File: config.mk
export PLATFORM = sky130hd
export DESIGN_NAME = pci_addr_seq
export DESIGN_NICKNAME = d
export VERILOG_FILES = /design/src/rtl/pci_addr_seq_pkg.sv /design/src/rtl/pci_bus_idle_mon.sv /design/src/rtl/pci_req_capture.sv /design/src/rtl/pci_addr_fsm.sv /design/src/rtl/pci_lane_drv.sv /design/src/rtl/pci_addr_seq.sv
export SDC_FILE = /design/constraint.sdc
export NUM_CORES = 1
export LEC_CHECK = 0
export BUFFER_PORTS_ARGS = -buffer_cell sky130_fd_sc_hd__buf_2
export CAP_MARGIN = 15
export CORE_MARGIN = 5
export CORE_UTILIZATION = 40
export DETAILED_ROUTE_END_ITERATION = 12
export SYNTH_ARGS = -nofsm -noshare
export SYNTH_HDL_FRONTEND = slang
export SYNTH_HIERARCHICAL = 1
export SYNTH_SLANG_ARGS = --single-unit
File: constraint.sdc
create_clock -name clk -period 2.6 [get_ports clk]
set_input_delay 0.78 -clock clk [delete_from_list [all_inputs] [get_ports clk]]
set_output_delay 0.78 -clock clk [all_outputs]
set_load 0.005 [all_outputs]
File: src/rtl/pci_addr_seq_pkg.sv
// Package: shared state encoding and the dual-address command code for the
// PCI master address-phase sequencer.
package pci_addr_seq_pkg;

    // Sequencer states, one per bus-visible step of a request.
    typedef enum logic [2:0] {
        ST_IDLE = 3'd0,
        ST_REQ  = 3'd1,
        ST_ADR1 = 3'd2,
        ST_ADR2 = 3'd3,
        ST_TURN = 3'd4
    } seq_state_t;

    // C/BE code marking the first phase of a dual-address cycle.
    localparam logic [3:0] CMD_DUAL_ADDR = 4'b1101;

endpackage

File: src/rtl/pci_bus_idle_mon.sv
// Module: pci_bus_idle_mon
// Decides at each edge whether an address phase may begin. That needs a grant
// from the arbiter and an idle bus (FRAME# and IRDY# both high on the same edge).
// Assumes the inputs are already synchronous to clk.
module pci_bus_idle_mon (
    input  logic gnt_n,
    input  logic frame_n_in,
    input  logic irdy_n_in,
    output logic bus_idle,
    output logic may_start
);

    // Idle bus plus grant gives permission to start.
    always_comb begin
        bus_idle  = frame_n_in & irdy_n_in;
        may_start = bus_idle & ~gnt_n;
    end

endmodule

File: src/rtl/pci_req_capture.sv
// Module: pci_req_capture
// Holds the address, command and lane width of the accepted request. Flags
// whether a dual-address cycle is needed (nonzero upper address word).
// Assumes cap_en is asserted only while the sequencer is idle.
module pci_req_capture #(
    parameter int LANE_W = 32,
    localparam int ADDR_W = 2 * LANE_W,
    localparam int CBE_W  = LANE_W / 8
) (
    input  logic              clk,
    input  logic              rst_n,
    input  logic              cap_en,
    input  logic [ADDR_W-1:0] laddr,
    input  logic [CBE_W-1:0]  lcmd,
    input  logic              lwide,
    output logic [LANE_W-1:0] addr_lo,
    output logic [LANE_W-1:0] addr_hi,
    output logic [CBE_W-1:0]  cmd,
    output logic              wide_req,
    output logic              is_dac
);

    // Register the request fields when the sequencer accepts a request.
    always_ff @(posedge clk) begin
        if (!rst_n) begin
            addr_lo  <= '0;
            addr_hi  <= '0;
            cmd      <= '0;
            wide_req <= 1'b0;
        end else if (cap_en) begin
            addr_lo  <= laddr[LANE_W-1:0];
            addr_hi  <= laddr[ADDR_W-1:LANE_W];
            cmd      <= lcmd;
            wide_req <= lwide;
        end
    end

    // A nonzero upper word needs the two-phase dual-address cycle.
    assign is_dac = |addr_hi;

endmodule

File: src/rtl/pci_addr_fsm.sv
// Module: pci_addr_fsm
// Sequences one request: bus request, wait for grant and idle bus, one or two
// address phases, then a release cycle with FRAME# driven high. Registers
// REQ#, FRAME#, its enable and the done pulse. Tells the lane driver which
// phase comes next. Assumes lreq_n is synchronous to clk.
module pci_addr_fsm
    import pci_addr_seq_pkg::*;
(
    input  logic clk,
    input  logic rst_n,
    input  logic lreq_n,
    input  logic may_start,
    input  logic is_dac,
    output logic cap_en,
    output logic nxt_ph1,
    output logic nxt_ph2,
    output logic req_n,
    output logic frame_n,
    output logic frame_oe,
    output logic addr_done
);

    seq_state_t state_q;
    seq_state_t state_d;

    // Next-state choice and capture strobe.
    always_comb begin
        state_d = state_q;
        cap_en  = 1'b0;
        case (state_q)
            ST_IDLE: begin
                if (!lreq_n) begin
                    state_d = ST_REQ;
                    cap_en  = 1'b1;
                end
            end
            ST_REQ:  if (may_start) state_d = ST_ADR1;
            ST_ADR1: state_d = is_dac ? ST_ADR2 : ST_TURN;
            ST_ADR2: state_d = ST_TURN;
            ST_TURN: state_d = ST_IDLE;
            default: state_d = ST_IDLE;
        endcase
    end

    assign nxt_ph1 = (state_d == ST_ADR1);
    assign nxt_ph2 = (state_d == ST_ADR2);

    // State register and registered control outputs.
    always_ff @(posedge clk) begin
        if (!rst_n) begin
            state_q   <= ST_IDLE;
            req_n     <= 1'b1;
            frame_n   <= 1'b1;
            frame_oe  <= 1'b0;
            addr_done <= 1'b0;
        end else begin
            state_q   <= state_d;
            req_n     <= ~(state_d == ST_REQ);
            frame_n   <= ~(nxt_ph1 | nxt_ph2);
            frame_oe  <= nxt_ph1 | nxt_ph2 | (state_d == ST_TURN);
            addr_done <= (state_d == ST_TURN);
        end
    end

endmodule

File: src/rtl/pci_lane_drv.sv
// Module: pci_lane_drv
// Registers the AD and C/BE lanes and their enables for the address phases.
// The low lane always exists. The high lane is built only when WIDE_EN is
// set; otherwise it is tied to zero and never enabled.
module pci_lane_drv
    import pci_addr_seq_pkg::*;
#(
    parameter int LANE_W  = 32,
    parameter bit WIDE_EN = 1'b1,
    localparam int CBE_W  = LANE_W / 8
) (
    input  logic              clk,
    input  logic              rst_n,
    input  logic              nxt_ph1,
    input  logic              nxt_ph2,
    input  logic [LANE_W-1:0] addr_lo,
    input  logic [LANE_W-1:0] addr_hi,
    input  logic [CBE_W-1:0]  cmd,
    input  logic              wide_req,
    input  logic              is_dac,
    output logic [LANE_W-1:0] ad_lo,
    output logic [LANE_W-1:0] ad_hi,
    output logic [CBE_W-1:0]  cbe_lo,
    output logic [CBE_W-1:0]  cbe_hi,
    output logic              oe_lo,
    output logic              oe_hi
);

    localparam logic [CBE_W-1:0] DUAL_CODE = CBE_W'(CMD_DUAL_ADDR);

    // Low lane: low word plus dual code or command, then high word plus command.
    always_ff @(posedge clk) begin
        if (!rst_n) begin
            ad_lo  <= '0;
            cbe_lo <= '0;
            oe_lo  <= 1'b0;
        end else if (nxt_ph1) begin
            ad_lo  <= addr_lo;
            cbe_lo <= is_dac ? DUAL_CODE : cmd;
            oe_lo  <= 1'b1;
        end else if (nxt_ph2) begin
            ad_lo  <= addr_hi;
            cbe_lo <= cmd;
            oe_lo  <= 1'b1;
        end else begin
            ad_lo  <= '0;
            cbe_lo <= '0;
            oe_lo  <= 1'b0;
        end
    end

    generate
        if (WIDE_EN) begin : g_wide
            logic hi_act;
            assign hi_act = (nxt_ph1 | nxt_ph2) & is_dac & wide_req;

            // High lane: upper word and command through both dual phases.
            always_ff @(posedge clk) begin
                if (!rst_n) begin
                    ad_hi  <= '0;
                    cbe_hi <= '0;
                    oe_hi  <= 1'b0;
                end else if (hi_act) begin
                    ad_hi  <= addr_hi;
                    cbe_hi <= cmd;
                    oe_hi  <= 1'b1;
                end else begin
                    ad_hi  <= '0;
                    cbe_hi <= '0;
                    oe_hi  <= 1'b0;
                end
            end
        end else begin : g_narrow
            assign ad_hi  = '0;
            assign cbe_hi = '0;
            assign oe_hi  = 1'b0;
        end
    endgenerate

endmodule

File: src/rtl/pci_addr_seq.sv
// Module: pci_addr_seq (top)
// PCI master front end: local request -> REQ#, grant and idle wait, single or
// dual-address phase on AD/C/BE with FRAME#, release cycle and done pulse.
// Assumes all inputs are synchronous to clk and that the pad ring applies
// the output enables.
module pci_addr_seq #(
    parameter int LANE_W  = 32,
    parameter bit WIDE_EN = 1'b1,
    localparam int ADDR_W = 2 * LANE_W,
    localparam int CBE_W  = LANE_W / 8
) (
    input  logic              clk,
    input  logic              rst_n,
    input  logic              lreq_n,
    input  logic [ADDR_W-1:0] laddr,
    input  logic [CBE_W-1:0]  lcmd,
    input  logic              lwide,
    input  logic              gnt_n,
    input  logic              frame_n_in,
    input  logic              irdy_n_in,
    output logic              req_n,
    output logic              frame_n,
    output logic              frame_oe,
    output logic [ADDR_W-1:0] ad,
    output logic [2*CBE_W-1:0] cbe,
    output logic              lane_oe_lo,
    output logic              lane_oe_hi,
    output logic              addr_done
);

    logic              may_start;
    logic              bus_idle;
    logic              cap_en;
    logic              nxt_ph1;
    logic              nxt_ph2;
    logic [LANE_W-1:0] addr_lo;
    logic [LANE_W-1:0] addr_hi;
    logic [CBE_W-1:0]  cmd;
    logic              wide_req;
    logic              is_dac;
    logic [LANE_W-1:0] ad_lo;
    logic [LANE_W-1:0] ad_hi;
    logic [CBE_W-1:0]  cbe_lo;
    logic [CBE_W-1:0]  cbe_hi;

    pci_bus_idle_mon u_idle (
        .gnt_n      (gnt_n),
        .frame_n_in (frame_n_in),
        .irdy_n_in  (irdy_n_in),
        .bus_idle   (bus_idle),
        .may_start  (may_start)
    );

    pci_req_capture #(.LANE_W(LANE_W)) u_cap (
        .clk      (clk),
        .rst_n    (rst_n),
        .cap_en   (cap_en),
        .laddr    (laddr),
        .lcmd     (lcmd),
        .lwide    (lwide),
        .addr_lo  (addr_lo),
        .addr_hi  (addr_hi),
        .cmd      (cmd),
        .wide_req (wide_req),
        .is_dac   (is_dac)
    );

    pci_addr_fsm u_fsm (
        .clk       (clk),
        .rst_n     (rst_n),
        .lreq_n    (lreq_n),
        .may_start (may_start & bus_idle),
        .is_dac    (is_dac),
        .cap_en    (cap_en),
        .nxt_ph1   (nxt_ph1),
        .nxt_ph2   (nxt_ph2),
        .req_n     (req_n),
        .frame_n   (frame_n),
        .frame_oe  (frame_oe),
        .addr_done (addr_done)
    );

    pci_lane_drv #(.LANE_W(LANE_W), .WIDE_EN(WIDE_EN)) u_lane (
        .clk      (clk),
        .rst_n    (rst_n),
        .nxt_ph1  (nxt_ph1),
        .nxt_ph2  (nxt_ph2),
        .addr_lo  (addr_lo),
        .addr_hi  (addr_hi),
        .cmd      (cmd),
        .wide_req (wide_req),
        .is_dac   (is_dac),
        .ad_lo    (ad_lo),
        .ad_hi    (ad_hi),
        .cbe_lo   (cbe_lo),
        .cbe_hi   (cbe_hi),
        .oe_lo    (lane_oe_lo),
        .oe_hi    (lane_oe_hi)
    );

    assign ad  = {ad_hi, ad_lo};
    assign cbe = {cbe_hi, cbe_lo};

endmodule

* Word level (Yosys, flattened, before mapping)
Cells that the tools add are included.
** Word-level totals
- Flip-flop bits (word level) :: 150
- Word-level logic and storage cells :: 49
- Input port bits :: 75
- Output and inout port bits :: 78
** Cells by class
- Eq/ne operators :: 7
- Bitwise operators :: 10
- Reduce and logical (&&, ||, !) cells :: 3
- Muxes and demuxes :: 14
** Operator list (count)
- two-way mux 32 bit :: 2
- OR reduction 32 bit :: 1
- equality test 3 x 2 -> 1 bit, second input constant :: 4
- two-way mux 4 bit :: 3
- one-hot mux 3 bit (4 select lines) :: 1
- two-way mux 3 bit :: 3
- equality test 3 x 1 -> 1 bit, second input constant :: 2
- bitwise AND 1 bit :: 5
- two-way mux 1 bit :: 5
- equality test 3 bit, second input constant :: 1
- logical NOT 3 bit :: 1
- inverter 1 bit :: 3
- bitwise OR 1 bit :: 2
- AND reduction 2 bit :: 1

* Longest topological paths before layout
- Word-level depth :: 10
- Gate-level depth with buffers :: 8

* By module
The synthesis kept the hierarchy.
** Modules (own cells, without submodules)
- pci_req_capture :: instances 1, area each 2676.3 um2, cells each 233
- pci_lane_drv :: instances 1, area each 2389.8 um2, cells each 239
- pci_addr_fsm :: instances 1, area each 267.8 um2, cells each 25
- pci_bus_idle_mon :: instances 1, area each 15.0 um2, cells each 2
- pci_addr_seq :: instances 1, area each 6.3 um2, cells each 1

* Least setup slack after synthesis
No wires, ideal clock.
- Path kind :: input to register
- Start :: input port gnt_n
- End :: register u_lane.ad_hi[12]
- Stages :: 8
- Data arrival time :: 2.058 ns
- Setup slack :: 0.486 ns
- Buffers on the path :: 2
- Data required time :: 2.543 ns
- Path through :: and3b_1 and2_1 nand2_1 nor3_1 buf_6 o2111a_4 buf_6 and2_4
** On the way
- Cells in the longest elaborated chain, start to end :: 10
** Ends and longest elaborated chain
- from (decl) :: line pci_addr_seq.sv:18 : input logic gnt_n,
- inverter 1 bit :: line pci_bus_idle_mon.sv:16 : may_start = bus_idle & ~gnt_n;
- bitwise AND 1 bit :: line pci_bus_idle_mon.sv:16
- bitwise AND 1 bit :: line pci_addr_seq.sv:72 : .may_start (may_start & bus_idle),
- two-way mux 3 bit :: line pci_addr_fsm.sv:37 : ST_REQ: if (may_start) state_d = ST_ADR1;
- one-hot mux 3 bit (4 select lines) :: line pci_addr_fsm.sv:30 : case (state_q)
- equality test 3 x 2 -> 1 bit :: line pci_addr_fsm.sv:45 : assign nxt_ph1 = (state_d == ST_ADR1);
- net nxt_ph1 :: line pci_addr_seq.sv:34 : logic nxt_ph1;
- bitwise OR 1 bit :: line pci_lane_drv.sv:55 : assign hi_act = (nxt_ph1 | nxt_ph2) & is_dac & wide_req;
- bitwise AND 1 bit (2 in a row) :: line pci_lane_drv.sv:55
- AND reduction 2 bit (no line)
- to (signal assigned) :: line pci_lane_drv.sv:64 : ad_hi <= addr_hi;
- to (decl) :: line pci_lane_drv.sv:22 : output logic [LANE_W-1:0] ad_hi,
The timed path passes the listed nets, and every way through them passes these cells.
A chain may end at the register's enable or synchronous reset.

* Worst setup path in the final report
- Start :: register u_cap.addr_hi[15]
- End :: register u_lane.ad_hi[26]
** On the way
- Cells in the longest elaborated chain, start to end :: 8
** Ends and longest elaborated chain
- from (decl) :: line pci_req_capture.sv:17 : output logic [LANE_W-1:0] addr_hi,
- from (signal assigned) :: line pci_req_capture.sv:32 : addr_hi <= laddr[ADDR_W-1:LANE_W];
- OR reduction 32 bit :: line pci_req_capture.sv:39 : assign is_dac = |addr_hi;
- net is_dac :: line pci_addr_seq.sv:40 : logic is_dac;
- two-way mux 3 bit :: line pci_addr_fsm.sv:38 : ST_ADR1: state_d = is_dac ? ST_ADR2 : ST_TURN;
- one-hot mux 3 bit (4 select lines) :: line pci_addr_fsm.sv:30
- equality test 3 x 2 -> 1 bit :: line pci_addr_fsm.sv:46 : assign nxt_ph2 = (state_d == ST_ADR2);
- net nxt_ph2 :: line pci_addr_seq.sv:35 : logic nxt_ph2;
- bitwise OR 1 bit :: line pci_lane_drv.sv:55
- bitwise AND 1 bit (2 in a row) :: line pci_lane_drv.sv:55
- AND reduction 2 bit (no line)
The timed path passes the listed nets, and every way through them passes these cells.

==> results_dict.tcl <==
set metrics [dict create \
    outcome "finished clean" \
    critical_path.slowest_cell "o2111a_4" \
    grt_antenna_before_repair 1 \
    clkLatencyLatePin_ns 0.42 \
    die_h_um 125.7 \
    rsz0062_at_grt "no" \
    cts_buffers 17 \
    placementRows 42 \
    io_buffers 152 \
    min_period_ns 2.415 \
    grt_max_degree 64 \
    ys.flop_type "dfxtp_1" \
    skew_ns 0.007218 \
    final_common_cell "buf_2" \
    power_mw 5.262 \
    htree_levels 4 \
    cts_root_buf "clkbuf_16" \
    worst_path_largest_cell_delay_ns 0.45 \
    drv_cap 0 \
    cts_buffer_depth 2 \
    die_x_um 125.7 \
    yosysWarnings 6 \
    start_util_pct 40.60 \
    synth_edf_count 0 \
    grt_pass1_vias 3949 \
    ys_seq_elements 150 \
    p_leak_nw 3.046 \
    synthesis.instances 500 \
    cp-end-kind "flop" \
    hp-class "reg -> reg" \
    syn_nets 575 \
    timing.final.hold_violations 0 \
    synth_area_leaders "dfxtp_1 (56%), mux2i_1 (13%), nor2b_1 (8.2%)" \
    postLayoutCellArea_um2 6855 \
    synth_top_cell_area_share_pct 56.07 \
    gp_congestion 0.7479 \
    ir_drop_mv 0.4364 \
    drtAntennaViolNets 0 \
    drt_first_pass_iters 4 \
    vias 3864 \
    io_pins 153 \
    drive_above_1_share_pct 32.93 \
    ys_types 31 \
    fill_cells 1223 \
    cp_top_family "simple AND/OR/NAND/NOR gates" \
    placed_area_um2 6241 \
    fmax_mhz 414.0 \
    tritoncts "done" \
    avgRoutedWirePerCell_um 15.02 \
    cp_cell_sequence "nor4_1, nand4_1, or2_2, nand3b_2, nor2_1, o2111a_4, and2_4" \
    fin_crit_sh_pct 92.90 \
    wirelength_um 12550 \
    drc_errors 0 \
    grt_usage_pct 16.28 \
    dp_hpwl_um 8713 \
    synthToLayoutAreaGrowth_pct 28.01 \
    maxSlewViolCount 0 \
    finalCoreUtilization_pct 51.97 \
    start_kind "flop" \
    ys_seq_area_share_pct 56.07 \
    fin_tns_setup_ns 0 \
    arrival_ns 2.72 \
    grt-ovfl-total 0 \
    clock-sinks 150 \
    nets 721 \
    critPathMaxFanout 37 \
    dieArea_um2 15800 \
    required_ns 2.91 \
    maxSlewHeadroom_pct 63.34 \
    worstSetupPathType "reg -> reg" \
    final_cell_mix "buf_2 (151), dfxtp_1 (150), mux2i_1 (70), nor2b_1 (70), nand2_1 (36)" \
    yosysTopAreaCell "dfxtp_1" \
    p_per_area_nw_per_um2 767.6 \
    setup_violations 0 \
    drt_iter0_markers 237 \
    path_buf_inv 0 \
    coreArea_um2 13190 \
    async_reset_ff_share_pct 0 \
    grt_pass1_wl_um 20470 \
    clk_pin_slew_ns 0.06 \
    synth_area_um2 5355 \
    diodes 0 \
    viasPerCell 4.628 \
    avgSynthCellArea_um2 10.71 \
    worst_slew_pin_slew_ns 0.5454 \
]
## worst min-delay path: stages (launching register included)
cell and delay [ns]:
dfxtp_1 0.32, nand3_1 0.07, o21ai_0 0.06
## registers in the layout, summed over array words and instances, names as in the netlist
| name | flops |
|---|---|
| u_cap/addr_hi | 32 |
| u_cap/addr_lo | 32 |
| u_cap/cmd | 4 |
| u_cap/wide_req | 1 |
| u_fsm/addr_done | 1 |
| u_fsm/frame_n | 1 |
| u_fsm/frame_oe | 1 |
| u_fsm/req_n | 1 |
| u_fsm/state_q | 3 |
| u_lane/ad_hi | 32 |
| u_lane/ad_lo | 32 |
| u_lane/cbe_hi | 4 |
| u_lane/cbe_lo | 4 |
| u_lane/oe_hi | 1 |
| u_lane/oe_lo | 1 |
## worst paths after layout
| kind | from | end | slack [ns] | depth (start not counted) |
|---|---|---|---|---|
| max reg2reg | u_cap/addr_hi[15] | u_lane/ad_hi[26] | 0.18 | 7 |
| min reg2reg | u_cap/addr_lo[15] | u_lane/ad_lo[15] | 0.48 | 2 |
| min | u_cap/addr_lo[15] | u_lane/ad_lo[15] | 0.48 | 2 |
| max | u_cap/addr_hi[15] | u_lane/ad_hi[26] | 0.18 | 7 |
## kinds of logic (layout without fill, tap and decap cells)
logic type | Yosys count | count (layout) | synth area share, %
and+or+nand+nor | 207 | 207 | 22.59
AOI/OAI and AO/OA | 40 | 40 | 4.393
DFF | 150 | 150 | 56.07
buffers and inverters | 33 | 192 | 3.855
muxes | 70 | 70 | 13.08
## synth_stat cells, types with 2 or more instances
library cell	n
nand3_1	35
and2_1	19
nand4_1	2
a21oi_1	2
nor2b_1	70
nand2_1	36
o21ai_0	32
nor2_1	5
o21ai_1	2
mux2i_1	70
dfxtp_1	150
buf_4	6
buf_2	5
nor3b_1	3
buf_6	5
nand2b_1	2
and2_4	19
nor4_1	9
clkbuf_1	16
## stage by stage
stage | std cells | worst slack, ns | hold slack [ns]
floorplan | 500 | 0.4858 | 0.4432
detailed placement | 803 | 0.1180 | 0.4712
CTS | 835 | 0.1012 | 0.4849
global route | 835 | 0.004641 | 0.5063
global placement | 803 | 0.09867 | 0.4590
finish | 835 | 0.1847 | 0.4838
## layout make-up
cell class / instances / area (µm²) / area share [%]
clock buffers: 20 / 456.7 / 6.662
clock inverters: 12 / 151.4 / 2.208
multi-input cells: 317 / 2163 / 31.56
flip-flops and latches: 150 / 3003 / 43.80
well taps: 176 / 220.2 / 3.212
repair buffers: 160 / 860.8 / 12.56
## power by group
group	switching, mW	internal (mW)	total [mW]
logic	0.159	0.172	0.331
clock network	0.941	1.56	2.50
registers	0.0599	2.37	2.43
total	1.16	4.10	5.26
## timing repair
action,in CTS,in global routing
resized for setup,0,1
setup buffers,0,0
hold buffers,0,0
endpoints found under the hold margin,0,0
endpoints found under the setup margin,0,36
## layer usage
metal	share of wire [%]	track usage [%]	wire length, µm	up-vias
li1	-	-	-	1968
met1	46	20.92	5727	1752
met2	45	24.95	5669	122
met3	7.2	6.139	902	20
met4	1.9	6.186	238	2
met5	0.056	0	7	-
No activity file was read; power rests on OpenSTA's default activity.
